==> src/rtl/exc_pkg.sv <==
package exc_pkg;

  typedef enum logic [1:0] {
    ST_IDLE = 2'd0,
    ST_VEC  = 2'd1,
    ST_SR   = 2'd2,
    ST_PC   = 2'd3
  } exc_state_e;

endpackage

==> src/rtl/exc_vec_addr.sv <==
module exc_vec_addr #(
  parameter int XLEN = 32,
  parameter int VEC_W = 8,
  parameter logic [XLEN-1:0] VEC_BASE = '0
) (
  input  logic [VEC_W-1:0] vec,
  output logic [XLEN-1:0]  addr
);
  localparam int WORD_BYTES = XLEN / 8;
  localparam bit POW2 = (WORD_BYTES & (WORD_BYTES - 1)) == 0;
  localparam int SHIFT = $clog2(WORD_BYTES);

  logic [XLEN-1:0] vec_ext;
  assign vec_ext = XLEN'(vec);

  generate
    if (POW2) begin : g_shift
      assign addr = VEC_BASE + (vec_ext << SHIFT);
    end else begin : g_mul
      assign addr = VEC_BASE + vec_ext * XLEN'(WORD_BYTES);
    end
  endgenerate
endmodule

==> src/rtl/exc_stack_ptr.sv <==
module exc_stack_ptr #(
  parameter int XLEN = 32
) (
  input  logic            clk,
  input  logic            rst_n,
  input  logic            load,
  input  logic [XLEN-1:0] load_val,
  input  logic            dec,
  output logic [XLEN-1:0] sp
);
  localparam logic [XLEN-1:0] STEP = XLEN'(XLEN / 8);

  always_ff @(posedge clk) begin
    if (!rst_n)    sp <= '0;
    else if (load) sp <= load_val;
    else if (dec)  sp <= sp - STEP;
  end
endmodule

==> src/rtl/exc_ctrl.sv <==
module exc_ctrl
  import exc_pkg::*;
(
  input  logic       clk,
  input  logic       rst_n,
  input  logic       trap_valid,
  input  logic       mem_ready,
  output exc_state_e state,
  output logic       idle,
  output logic       accept,
  output logic       vec_hs,
  output logic       sp_dec,
  output logic       fin
);
  exc_state_e nxt;

  always_comb begin
    nxt = state;
    unique case (state)
      ST_IDLE: if (trap_valid) nxt = ST_VEC;
      ST_VEC:  if (mem_ready)  nxt = ST_SR;
      ST_SR:   if (mem_ready)  nxt = ST_PC;
      ST_PC:   if (mem_ready)  nxt = ST_IDLE;
      default: nxt = ST_IDLE;
    endcase
  end

  always_ff @(posedge clk) begin
    if (!rst_n) state <= ST_IDLE;
    else        state <= nxt;
  end

  assign idle   = (state == ST_IDLE);
  assign accept = idle && trap_valid;
  assign vec_hs = (state == ST_VEC) && mem_ready;
  // pre-decrement ahead of each push: after the vector read and after the SR push
  assign sp_dec = ((state == ST_VEC) || (state == ST_SR)) && mem_ready;
  assign fin    = (state == ST_PC) && mem_ready;
endmodule

==> src/rtl/exc_entry_seq.sv <==
module exc_entry_seq
  import exc_pkg::*;
#(
  parameter int XLEN = 32,
  parameter int VEC_W = 8,
  parameter logic [XLEN-1:0] VEC_BASE = 'h400
) (
  input  logic             clk,
  input  logic             rst_n,
  input  logic             trap_valid,
  output logic             trap_ready,
  input  logic [VEC_W-1:0] vec_num,
  input  logic [XLEN-1:0]  cur_sr,
  input  logic [XLEN-1:0]  next_pc,
  input  logic [XLEN-1:0]  cur_sp,
  output logic             mem_req,
  input  logic             mem_ready,
  output logic             mem_we,
  output logic [XLEN-1:0]  mem_addr,
  output logic [XLEN-1:0]  mem_wdata,
  input  logic [XLEN-1:0]  mem_rdata,
  output logic             busy,
  output logic             done,
  output logic [XLEN-1:0]  new_pc,
  output logic [XLEN-1:0]  new_sp
);
  exc_state_e      state;
  logic            idle, accept, vec_hs, sp_dec, fin;
  logic [VEC_W-1:0] vec_q;
  logic [XLEN-1:0] sr_q, pc_q, handler_q, sp_w, vec_addr;

  exc_ctrl u_ctrl (
    .clk(clk), .rst_n(rst_n), .trap_valid(trap_valid), .mem_ready(mem_ready),
    .state(state), .idle(idle), .accept(accept), .vec_hs(vec_hs),
    .sp_dec(sp_dec), .fin(fin)
  );

  exc_stack_ptr #(.XLEN(XLEN)) u_sp (
    .clk(clk), .rst_n(rst_n), .load(accept), .load_val(cur_sp),
    .dec(sp_dec), .sp(sp_w)
  );

  exc_vec_addr #(.XLEN(XLEN), .VEC_W(VEC_W), .VEC_BASE(VEC_BASE)) u_vec (
    .vec(vec_q), .addr(vec_addr)
  );

  always_ff @(posedge clk) begin
    if (!rst_n) begin
      vec_q     <= '0;
      sr_q      <= '0;
      pc_q      <= '0;
      handler_q <= '0;
    end else begin
      if (accept) begin
        vec_q <= vec_num;
        sr_q  <= cur_sr;
        pc_q  <= next_pc;
      end
      if (vec_hs) handler_q <= mem_rdata;
    end
  end

  always_ff @(posedge clk) begin
    if (!rst_n) begin
      done   <= 1'b0;
      new_pc <= '0;
      new_sp <= '0;
    end else begin
      done <= fin;
      if (fin) begin
        new_pc <= handler_q;
        new_sp <= sp_w;
      end
    end
  end

  always_comb begin
    mem_addr  = sp_w;
    mem_wdata = '0;
    unique case (state)
      ST_VEC:  mem_addr  = vec_addr;
      ST_SR:   mem_wdata = sr_q;
      ST_PC:   mem_wdata = pc_q;
      default: mem_wdata = '0;
    endcase
  end

  assign trap_ready = idle;
  assign busy       = !idle;
  assign mem_req    = !idle;
  assign mem_we     = (state == ST_SR) || (state == ST_PC);
endmodule

==> config.mk <==
export PLATFORM = sky130hd
export DESIGN_NAME = exc_entry_seq
export DESIGN_NICKNAME = d
export VERILOG_FILES = /design/src/rtl/exc_pkg.sv /design/src/rtl/exc_vec_addr.sv /design/src/rtl/exc_stack_ptr.sv /design/src/rtl/exc_ctrl.sv /design/src/rtl/exc_entry_seq.sv
export SDC_FILE = /design/constraint.sdc
export NUM_CORES = 1
export LEC_CHECK = 0
export BUFFER_PORTS_ARGS = -buffer_cell sky130_fd_sc_hd__buf_2
export CAP_MARGIN = 10
export CORE_ASPECT_RATIO = 1.75
export CORE_UTILIZATION = 44
export CTS_CLUSTER_DIAMETER = 50
export DETAILED_ROUTE_END_ITERATION = 10
export GPL_TIMING_DRIVEN = 0
export PLACE_DENSITY = 0.74
export SETUP_SLACK_MARGIN = 0.5
export SLEW_MARGIN = 10
export SYNTH_ARGS = -nofsm -noshare
export SYNTH_HDL_FRONTEND = slang
export SYNTH_SLANG_ARGS = --single-unit
==> constraint.sdc <==
create_clock -name clk -period 2 [get_ports clk]
set_clock_uncertainty 0.2 [all_clocks]
set_input_delay 0.3 -clock clk [delete_from_list [all_inputs] [get_ports clk]]
set_output_delay 0.3 -clock clk [all_outputs]
set_load 0.05 [all_outputs]
## Yosys cells after proc, flatten, opt, wreduce, memory -nomap -nowiden

Cells that the tools add are included.

| cells by class | value |
|---|---|
| $add $sub $neg | 2 |
| $mul | 0 |
| divide/modulo/power cells | 0 |
| order comparisons | 0 |
| equality and inequality tests | 7 |
| shifts and indexed selects | 0 |
| multiplexer cells | 9 |
| bitwise logic cells | 0 |
| reduce and logical (&&, ||, !) cells | 10 |

Operators by type and width:

| kind | number |
|---|---|
| $mux W32 | 3 |
| $pmux W32 S2 | 1 |
| $sub A32 B3 Y32 const B | 1 |
| $add A11 B10 Y12 const A | 1 |
| $mux W2 | 4 |
| $ne A2 B2 Y1 const B | 4 |
| $pmux W2 S4 | 1 |
| $eq A2 B2 Y1 const B | 2 |
| $logic_and A1 B1 Y1 | 4 |
| $reduce_and A4 Y1 | 1 |
| $eq A2 B1 Y1 const B | 1 |
| $logic_not A2 Y1 | 1 |
| $logic_or A1 B1 Y1 | 2 |
| $reduce_bool A2 Y1 | 1 |
| $logic_not A1 Y1 | 1 |

| word-level totals | value |
|---|---|
| bits in registers | 203 |
| bits in latches | 0 |
| bits in writable memories | 0 |
| ROM bits | 0 |
| output and inout bits | 133 |
| word-level logic and storage cells | 37 |
| memories | 0 |

## Logic depth before layout (Yosys ltp)

Gate-level depths: netlist (run 1).

| depth | value |
|---|---|
| word-level depth | 5 |
| mapped depth | 8 |

## Modules after synthesis

Synthesis (run 1) repeated with hierarchy kept, for this count alone.

| second synthesis, totals | value |
|---|---|
| cell total of the unflattened synthesis | 923 |
| area total of the unflattened synthesis | 9572.9 sq um |

Modules (own cells, without submodules):

| module | instances | cells an instance | area an instance (sq um) |
|---|---|---|---|
| exc_entry_seq | 1 | 654 | 7405.9 |
| exc_stack_ptr | 1 | 213 | 1720.4 |
| exc_vec_addr | 1 | 34 | 247.7 |
| exc_ctrl | 1 | 22 | 198.9 |

## Worst setup path before layout (run 1)

Ideal clock, no wire load.

| path | value |
|---|---|
| path kind | register -> output |
| start | reg u_ctrl.state[1] |
| end | out mem_addr[2] |
| arrival time | 2081 ps |
| required time | 1500 ps |
| setup slack | -581 ps |
| cell stages (with the launch flop) | 6 |
| path buffers | 2 |
| path through | dfxtp_1 -> inv_1 -> ha_1 -> clkbuf_1 -> clkbuf_1 -> o21ai_0 |

| between the ends | value |
|---|---|
| cells in the longest elaborated chain, start to end | 2 |

Ends and longest elaborated chain:

| what | line | RTL |
|---|---|---|
| from (decl) | exc_ctrl.sv:8 | `output exc_state_e state,` |
| from (signal assigned) | exc_ctrl.sv:30 | `else state <= nxt;` |
| $eq A2 B1 Y1 | exc_entry_seq.sv:80 | `unique case (state)` |
| $mux W32 | exc_entry_seq.sv:80 |  |
| to (decl) | exc_entry_seq.sv:19 | `output logic [XLEN-1:0] mem_addr,` |

Every way passes these cells.

## Worst setup path after layout (run 1)

| path | value |
|---|---|
| start | reg u_ctrl.state[0] |
| end | reg u_sp.sp[27] |

| between the ends | value |
|---|---|
| cells in the longest elaborated chain, start to end | 4 |
| elaborated cells between the ends (all ways) | 8 |
| classes of those cells | eq/ne: 2; mux: 1; reduce/logical: 5 |

Ends and longest elaborated chain:

| what | line | RTL |
|---|---|---|
| $eq A2 B1 Y1 / $eq A2 B2 Y1 (equally long branches) | exc_ctrl.sv:37 | `assign sp_dec = ((state == ST_VEC) \|\| (state == ST_SR)) && mem_ready;` |
| $logic_or A1 B1 Y1 | exc_ctrl.sv:37 |  |
| $logic_and A1 B1 Y1 | exc_ctrl.sv:37 |  |
| $reduce_bool A2 Y1 (no line) | n/a |  |
| to (signal assigned) | exc_stack_ptr.sv:15 | `else if (load) sp <= load_val;` |
| to (signal assigned) | exc_stack_ptr.sv:16 | `else if (dec) sp <= sp - STEP;` |
| to (decl) | exc_stack_ptr.sv:9 | `output logic [XLEN-1:0] sp` |

Several ways; a longest one is shown, not always the timed one.
A chain may end at the register's enable or synchronous reset.

==> impl_metrics.ini, run 1 <==
[run_status]
run_status = finished, violations left
violations = negative setup slack

[worst_setup_path]
cp_slowest_cell = dfxtp_4
required_ns = 2.17
startpoint_type = flop
slowest_delay_ns = 0.39
setup.worst_path.start = u_ctrl.state[0]
path_cells = inv_4 > buf_6 > buf_6 > ha_4 > buf_6 > buf_6 > nand2_8 > nor3_4 > buf_6 > nand3_2 > xor2_1 > a21oi_1
cpMostUsedCell = buf_6
r2r-start = u_ctrl.state[0]
crit_family = buffers and inverters
crit_path_end_kind = flop
cp_num_buf_inv = 6
path_max_fanout = 6
crit_arrival_ns = 2.63
path_class = flop to flop

[logic_synthesis]
yosysWarnings = 0
synth-async-reset-ratio_pct = 0
syn-cell-area_um2 = 8192
synth_top_area_cell = dfxtp_1
ys.flop_type = dfxtp_1
ys_seq_elements = 203
seq_area_frac_synth_pct = 49.61
synth_area_leaders = dfxtp_1 50%, nand2_1 16%, a21oi_1 12%
syn-mean-instance-area_um2 = 7.846
synthCells = 1044
ys_types = 48
syn_nets = 1189
yosysTopAreaCellShare_pct = 49.61
synth_edf_count = 0

[placement]
dpl.hpwl_mm = 19.76
port_buffers = 271
gp_congestion = 0.8759
dp_cells = 1549

[die]
die_area_um2 = 19190
die_x_um = 105.1
num_io_pins = 273
start_util_pct = 45.17
core_area_um2 = 18140
die_height_um = 182.5
num_rows = 65

[power]
p_int_mw = 12.43
p_sw_share_pct = 42.17
p_per_area_nw_per_um2 = 1303
pwr-share-seq_pct = 25.3
p_switching_mw = 9.066
combPwrFrac_pct = 56.9
peakVddDrop_v = 0.001098
pwr-share-clk_pct = 17.8
p_leak_nw = 7.105

[timing]
finalSetupViolCount = 204
finalWorstSetupSlack_ns = -0.4600
hold_viol_final = 0
worstMarginPinSlew_ns = 0.9842
rsz0062_at_grt = true
relSlewSlack_pct = 34.39
final.setup.tns_ns = -37.48
post-route-period-util_pct = 123.0
fmax_mhz = 406.5
period_needed_ns = 2.460
drv_slew = 0

[route]
via_per_inst = 6.257
firstDrtPassIters = 8
vias = 11401
initialDrtViolationCount = 1092
routed_wl_mm = 48.85
wl_per_cell_um = 26.81
drcViolationCount = 0
postRouteAntennaNets = 0

[cts]
cts_tree = yes
clkSinkCount = 203
cts-root-buf = clkbuf_16
clockBufferDepth = 3
ctsHtreeMaxLevel = 1
clkTransAtPathRegs_ns = 0.09
clk_latency_ns = 0.52
cts-buffers-inserted = 19

[grt]
grt_pass1_wl_mm = 56.85
grt_pass1_vias = 10757
antenna_found_initial = 3
grt_max_degree = 17
track_usage_pct = 38.54
overflow = 0

[layout]
area_growth_pct = 101.4
drive_above_1_share_pct = 50.44
final_common_cell = nand2_1
final_cell_mix = 238 x nand2_1, 203 x buf_2, 190 x dfxtp_1, 138 x dlygate4sd3_1, 107 x a21oi_1
nets = 1718
fin_cells = 1822

[hold_path]
hold_class = flop to flop
hold_path.startpoint = handler_q[21]

[job]
max_cap_violations = 0
-- layer usage --
metal	track usage (%)	part of all wire, %	vias to the layer above
met1	36.43	30	5302
met4	34.37	12	6
met2	70.12	48	1062
met3	7.179	9.6	494
met5	0	0.21	-
li1	-	-	4537
-- cell type report --
cell class,instances,area [µm²]
diodes,2,5.005
clock inverters,10,83.83
fillers,671,1637
multi-input cells,750,5667
flip-flops and latches,203,4100
well taps,234,292.8
clock buffers,24,555.5
inverters,7,35.03
plain buffers,84,1187
repair buffers,508,4573
-- worst paths after layout --
path                       to  slack [ns]  cells past startpoint
setup reg to reg  u_sp.sp[27]       -0.46                     12
hold reg to reg    new_pc[21]        0.25                      2
hold / removal     new_pc[21]        0.25                      2
setup / recovery  u_sp.sp[27]       -0.46                     12
-- flip-flops by register name (all words and copies together), names as in the netlist --
| signal | count |
|---|---|
| u_sp.sp | 32 |
| handler_q | 32 |
| pc_q | 32 |
| u_ctrl.state | 2 |
| vec_q | 8 |
| done | 1 |
| sr_q | 32 |
| new_pc | 32 |
| new_sp | 32 |
-- kinds of logic after synthesis --
logic type,Yosys count,share of synthesized area [%]
muxes,7,0.9469
DFF,203,49.61
xor gates and xnor gates,25,2.673
adders and majority gates,5,0.7637
AOI/OAI and AO/OA,259,17.83
buffers and inverters,91,4.414
and+or+nand+nor,454,23.77
-- stage by stage --
| stage | cell area [µm²] | hold WS, ns | total power, mW | setup slack, ns | util, % |
|---|---|---|---|---|---|
| 3_5_place_dp | 10780 | 0.2431 | 11.40 | -0.3158 | 59.46 |
| 2_1_floorplan | 9134 | 0.2304 | 9.928 | -0.01675 | - |
| 5_1_grt | 16500 | 0.2561 | 21.89 | -0.5849 | 90.98 |
| 3_3_place_gp | 10780 | 0.2367 | 11.30 | -0.2843 | 59.46 |
| 4_1_cts | 14940 | 0.1299 | 18.39 | -0.3767 | 82.39 |
| 6_report | 16500 | 0.2525 | 21.50 | -0.4600 | 90.98 |
-- worst register-to-register path: cells and delay by family, from the launching register on --
family / cells / cell delay [ns]
DFF: 1 / 0.39
xor gates and xnor gates: 1 / 0.21
and+or+nand+nor: 3 / 0.49
buffers and inverters: 6 / 0.63
AOI/OAI and AO/OA: 1 / 0.11
adders and majority gates: 1 / 0.28
-- synth_stat cells, types with 7 or more instances --
cell,count
inv_1,7
dfxtp_1,203
o21ai_0,23
nand2_1,357
a22o_1,32
a21oi_1,190
xnor2_1,10
buf_1,10
nor2_1,23
xor2_1,15
nor4_1,7
clkbuf_1,70
nor2b_1,23
-- what timing repair did --
| action | in CTS | in global routing |
|---|---|---|
| buffers inserted | 51 | 16 |
| pin swaps | 58 | 113 |
| gates resized for setup | 350 | 332 |
| gates cloned | 22 | 10 |
| endpoints found under the setup margin | 335 | 336 |
| hold buffers | 138 | 0 |
| endpoints found under the hold margin | 137 | 0 |
-- power groups by stage --
stage / registers, mW / clock network (mW) / logic, mW
floorplan: 5.22 / 0 / 4.71
global placement: 5.28 / 0 / 6.02
detailed placement: 5.30 / 0 / 6.09
CTS: 5.22 / 3.76 / 9.40
global route: 5.44 / 3.97 / 12.5
finish: 5.44 / 3.82 / 12.2
(Power assumes the default switching activity.)
==> run 2, diff against run 1 <==
--- a/config.mk
+++ b/config.mk
@@ -5,6 +5,7 @@
 export SDC_FILE = /design/constraint.sdc
 export NUM_CORES = 1
 export LEC_CHECK = 0
+export ABC_AREA = 0
 export BUFFER_PORTS_ARGS = -buffer_cell sky130_fd_sc_hd__buf_2
 export CAP_MARGIN = 10
 export CORE_ASPECT_RATIO = 1.75
@@ -12,9 +13,10 @@
 export CTS_CLUSTER_DIAMETER = 50
 export DETAILED_ROUTE_END_ITERATION = 10
 export GPL_TIMING_DRIVEN = 0
-export PLACE_DENSITY = 0.74
+export PLACE_DENSITY = 0.72
 export SETUP_SLACK_MARGIN = 0.5
 export SLEW_MARGIN = 10
 export SYNTH_ARGS = -nofsm -noshare
 export SYNTH_HDL_FRONTEND = slang
+export SYNTH_HIERARCHICAL = 1
 export SYNTH_SLANG_ARGS = --single-unit
==> impl_metrics.ini, run 2 <==
[cts]
cts-buffers-inserted = 21
clk_latency_ns = 0.51
clkSinkCount = 203
cts-root-buf = clkbuf_16
clkTransAtPathRegs_ns = 0.06
cts_tree = yes
clockBufferDepth = 3
ctsHtreeMaxLevel = 1

[worst_setup_path]
path_max_fanout = 8
startpoint_type = flop
required_ns = 2.17
rr_worst_depth = 10
crit_arrival_ns = 3.06
crit_path_end_kind = flop
path_class = flop to flop

[timing]
fmax_mhz = 346.2
drv_slew = 0
finalSetupViolCount = 151
hold_viol_final = 0
period_needed_ns = 2.889
finalWorstSetupSlack_ns = -0.8888
rsz0062_at_grt = true
post-route-period-util_pct = 144.4
worstMarginPinSlew_ns = 0.7032
relSlewSlack_pct = 53.06
whs_ns = 0.05386

[logic_synthesis]
yosysWarnings = 6
yosysMostFrequentCell = mux2i_1
syn-mean-instance-area_um2 = 10.37
synth_area_leaders = dfxtp_1 42%, mux2i_1 21%, nor2b_1 13%
yosysTopAreaCellShare_pct = 42.45
synth_top_area_cell = dfxtp_1
ys.flop_type = dfxtp_1
synth_edf_count = 0
synthCells = 923
yosys-top-cells-count = 205 x mux2i_1, 203 x dfxtp_1, 201 x nor2b_1
seq_area_frac_synth_pct = 42.45
synth-async-reset-ratio_pct = 0
syn-cell-area_um2 = 9573
ys_types = 44
ys_seq_elements = 203

[grt]
antenna_found_initial = 1
grt_pass1_wl_mm = 51.54
grt_pass1_vias = 9828
overflow = 0
grt_max_degree = 18
track_usage_pct = 29.71

[power]
p_per_area_nw_per_um2 = 1253
p_leak_nw = 6.727
peakVddDrop_v = 0.0009381

[placement]
port_buffers = 272
dpl.hpwl_mm = 19.35
placed_area_um2 = 11700
gp_congestion = 0.9371
post-place-ws_ns = -0.9443

[job]
max_cap_violations = 0

[layout]
nets = 1608
area_growth_pct = 78.42
multiInputGateArea_um2 = 6092
final_common_cell = buf_2
drive_above_1_share_pct = 44.99
final_cell_mix = 187 x buf_2, 182 x dfxtp_1, 170 x nor2b_1, 147 x mux2i_1, 138 x dlygate4sd3_1
fillers = 1142
final_cell_area_um2 = 17080
final_util_pct = 79.78
regArea_um2 = 4098

[die]
num_io_pins = 273
num_rows = 71
core_area_um2 = 21410
die_height_um = 197.1
start_util_pct = 44.71
die_area_um2 = 22370
die_x_um = 113.5

[route]
postRouteAntennaNets = 0
drcViolationCount = 0
via_per_inst = 5.331
initialDrtViolationCount = 596
firstDrtPassIters = 6
routed_wl_mm = 38.98
vias = 9430
wl_per_cell_um = 22.03

[run_status]
run_status = finished, violations left
violations = negative setup slack

[hold_path]
whs_path_depth = 3
hold_class = input pin to flop
==> run 2: layout make-up <==
class                   count  share of cell area (%)
clock buffers              28                   3.648
well taps                 292                   2.139
flip-flops and latches    203                   23.99
clock inverters             9                  0.6446
diodes                      1                 0.01465
repair buffers            494                   27.59
multi-input cells         635                   35.67
inverters                  10                  0.2930
plain buffers              97                   6.014
==> run 2: per-stage QoR <==
stage               setup TNS [ns]  power [mW]  instances
floorplan                   -26.91       10.63        945
global placement            -38.98       12.00       1509
detailed placement          -43.41       12.11       1509
CTS                         -42.48       19.68       1729
global route                -57.20       22.02       1768
finish                      -48.84       21.39       1769
==> run 2: logic make-up (layout without fill, tap and decap cells) <==
kind of cell	after synthesis	count (layout)	synth area share [%]
other	2	25	0.07845
muxes	237	237	26.38
adders and majority gates	6	6	0.7842
DFF	203	203	42.45
xor gates and xnor gates	6	6	0.5489
AOI/OAI and AO/OA	77	77	5.006
and+or+nand+nor	285	285	18.38
buffers and inverters	107	638	6.378
==> run 2: per-layer routing <==
layer  GRT usage (%)  up-vias  routed length [µm]
met5               0        -                   0
met4           19.64        0                2709
met3           5.861      195                2309
met2           56.89      498               21500
met1           27.97     4516               12460
li1                -     4221                   -
==> run 2: timing repair <==
action                                 4_1_cts  5_1_grt
resized for setup                          343      232
hold buffers                               138        0
pin swaps                                   35       31
buffers inserted                            31       28
endpoints found under the hold margin      138        0
cloned                                      14       11
setup endpoints to repair                  336      336
==> run 2: path summary, 6_finish.rpt <==
path                     endpoint  slack, ns            start
setup / recovery      u_sp/sp[21]      -0.89  u_ctrl/state[1]
hold / removal    u_ctrl/state[1]       0.05            rst_n
setup reg to reg      u_sp/sp[21]      -0.89  u_ctrl/state[1]
hold reg to reg        new_pc[21]       0.31       new_pc[21]
==> run 2: report_power, final <==
part           total, mW  leakage, nW  switching (mW)  internal (mW)
logic               11.7         4.69            5.72           6.00
clock network       4.20        0.367            1.74           2.46
registers           5.48         1.67           0.838           4.64
==> run 2: worst max-delay path, stage by stage, from the launching register on <==
cell      delay [ns]
dfxtp_4         0.38
inv_6           0.05
ha_4            0.26
and2_4          0.13
or3b_1          0.35
clkbuf_8        0.14
or4_4           0.42
buf_6           0.16
buf_2           0.17
o31ai_1         0.33
a31oi_1         0.17
==> run 3, diff against run 2 <==
--- a/config.mk
+++ b/config.mk
@@ -9,11 +9,10 @@
 export BUFFER_PORTS_ARGS = -buffer_cell sky130_fd_sc_hd__buf_2
 export CAP_MARGIN = 10
 export CORE_ASPECT_RATIO = 1.75
-export CORE_UTILIZATION = 44
+export CORE_UTILIZATION = 30
 export CTS_CLUSTER_DIAMETER = 50
 export DETAILED_ROUTE_END_ITERATION = 10
 export GPL_TIMING_DRIVEN = 0
-export PLACE_DENSITY = 0.72
 export SETUP_SLACK_MARGIN = 0.5
 export SLEW_MARGIN = 10
 export SYNTH_ARGS = -nofsm -noshare
==> impl_metrics.ini, run 3 (synthesis results as in run 2) <==
[timing]
period_needed_ns = 2.738
post-route-period-util_pct = 136.9
fmax_mhz = 365.2
finalSetupViolCount = 128
relSlewSlack_pct = 59.21
hold_viol_final = 2
whs_ns = -0.008504
rsz0062_at_grt = true
finalWorstSetupSlack_ns = -0.7382
worstMarginPinSlew_ns = 0.6110
drv_slew = 0

[worst_setup_path]
startpoint_type = flop
ff2ff_setup_slack_ns = -0.74
cp_slowest_cell = or4_4
rr_worst_depth = 9
critical_path_cell_count = 9
crit_family = simple AND/OR/NAND/NOR gates
required_ns = 2.24
path_cells = inv_4 > ha_4 > and2_4 > or3b_1 > clkbuf_8 > or4_4 > buf_6 > or4_1 > a31oi_1
cp_num_buf_inv = 3
crit_arrival_ns = 2.98
path_class = flop to flop
r2r-start = u_ctrl/state[0]
reg2reg_to = u_sp/sp[29]
setup.worst_path.start = u_ctrl/state[0]
slowest_delay_ns = 0.41
path_max_fanout = 7
endpoint = u_sp/sp[29]
crit_path_end_kind = flop

[die]
die_height_um = 238.3
core_area_um2 = 31420
die_x_um = 137.0
die_area_um2 = 32660
start_util_pct = 30.47
num_io_pins = 273
num_rows = 86

[cts]
cts-buffers-inserted = 22
clkSinkCount = 203
ctsHtreeMaxLevel = 1
clk_latency_ns = 0.51
cts_hold_buf = 137
clkTransAtPathRegs_ns = 0.06
clockBufferDepth = 3
cts-root-buf = clkbuf_16
cts_tree = yes

[power]
peakVddDrop_v = 0.0009281
p_leak_nw = 6.867
p_per_area_nw_per_um2 = 1232

[grt]
overflow = 0
grt_pass1_wl_mm = 50.78
track_usage_pct = 20.43
antenna_found_initial = 0
grt_max_degree = 18
grt_pass1_vias = 9278

[placement]
dpl.hpwl_mm = 21.44
placed_area_um2 = 11830
gp_congestion = 0.8385
post-place-ws_ns = -0.9932
port_buffers = 272

[route]
wl_per_cell_um = 18.07
vias = 8828
firstDrtPassIters = 4
drcViolationCount = 0
routed_wl_mm = 34.15
initialDrtViolationCount = 283
via_per_inst = 4.671
postRouteAntennaNets = 0

[layout]
drive_above_1_share_pct = 43.84
area_growth_pct = 81.31
final_common_cell = buf_2
fillers = 2550
final_cell_area_um2 = 17360
multiInputGateArea_um2 = 5887
final_cell_mix = 185 x buf_2, 183 x dfxtp_1, 170 x nor2b_1, 167 x mux2i_1, 137 x dlygate4sd3_1
nets = 1625
regArea_um2 = 4096
n_antenna_cell = 0

[run_status]
run_status = finished, violations left
violations = negative hold slack, negative setup slack

[job]
max_cap_violations = 0

[hold_path]
whs_path_depth = 3
hold_class = input pin to flop
run 3: changes by cell type in the layout (fill, tap and decap cells not counted), sizes merged:
cell         delta
clkinv          -2
dlygate4sd3     -1
diode           -1
clkbuf          -3
buf            +24
run 3: stage by stage:
| stage | TNS [ns] | instances | total power, mW | util, % |
|---|---|---|---|---|
| 4_1_cts | -50.51 | 1863 | 20.78 | 53.03 |
| 3_5_place_dp | -46.50 | 1613 | 12.20 | 37.65 |
| 5_1_grt | -63.46 | 1890 | 22.26 | 55.24 |
| 6_report | -53.16 | 1890 | 21.38 | 55.24 |
| 2_1_floorplan | -26.91 | 945 | 10.63 | - |
| 3_3_place_gp | -44.48 | 1613 | 12.13 | 37.65 |
run 3: worst reg2reg max path, stage by stage (launching register included):
cell and delay [ns]:
dfxtp_4 0.36, inv_4 0.04, ha_4 0.25, and2_4 0.14
or3b_1 0.36, clkbuf_8 0.15, or4_4 0.41, buf_6 0.15
or4_1 0.41, a31oi_1 0.18
run 3: metal layers:
metal / wire length, µm / up-vias / part of all wire [%] / global-route usage [%]
met1: 11680 / 4179 / 34 / 19.46
met5: 0 / - / 0 / 0
li1: - / 4269 / - / -
met4: 1966 / 0 / 5.8 / 11.62
met3: 1475 / 99 / 4.3 / 2.974
met2: 19020 / 281 / 56 / 40.14
run 3: layout make-up:
class	instances	share of cell area, %
plain buffers	97	5.998
clock buffers	32	3.799
clock inverters	7	0.5262
inverters	10	0.2739
multi-input cells	635	33.92
flip-flops and latches	203	23.60
well taps	396	2.855
repair buffers	510	29.03
run 3: how the worst min path moves through the flow:
| stage | startpoint | endpoint | slack [ns] |
|---|---|---|---|
| global placement | new_sp[20] | new_sp[20] | 0.29 |
| CTS | mem_ready | u_ctrl/state[1] | -0.05 |
| global route | mem_ready | u_ctrl/state[0] | -0.009 |
| floorplan | rst_n | u_ctrl/state[1] | 0.23 |
| finish | mem_ready | u_ctrl/state[1] | -0.009 |
| detailed placement | new_pc[17] | new_pc[17] | 0.30 |
run 3: what timing repair did:
action	CTS	global route
pin swaps	32	22
setup buffers	49	26
gates resized for setup	389	170
endpoints found under the setup margin	336	336
cloned	25	1
endpoints found under the hold margin	138	2
run 3: power by group:
part           switching, mW  total, mW  leakage, nW  internal, mW
registers              0.721       5.36         1.67          4.64
logic                   5.43       11.8         4.83          6.33
clock network           1.71       4.26        0.374          2.55
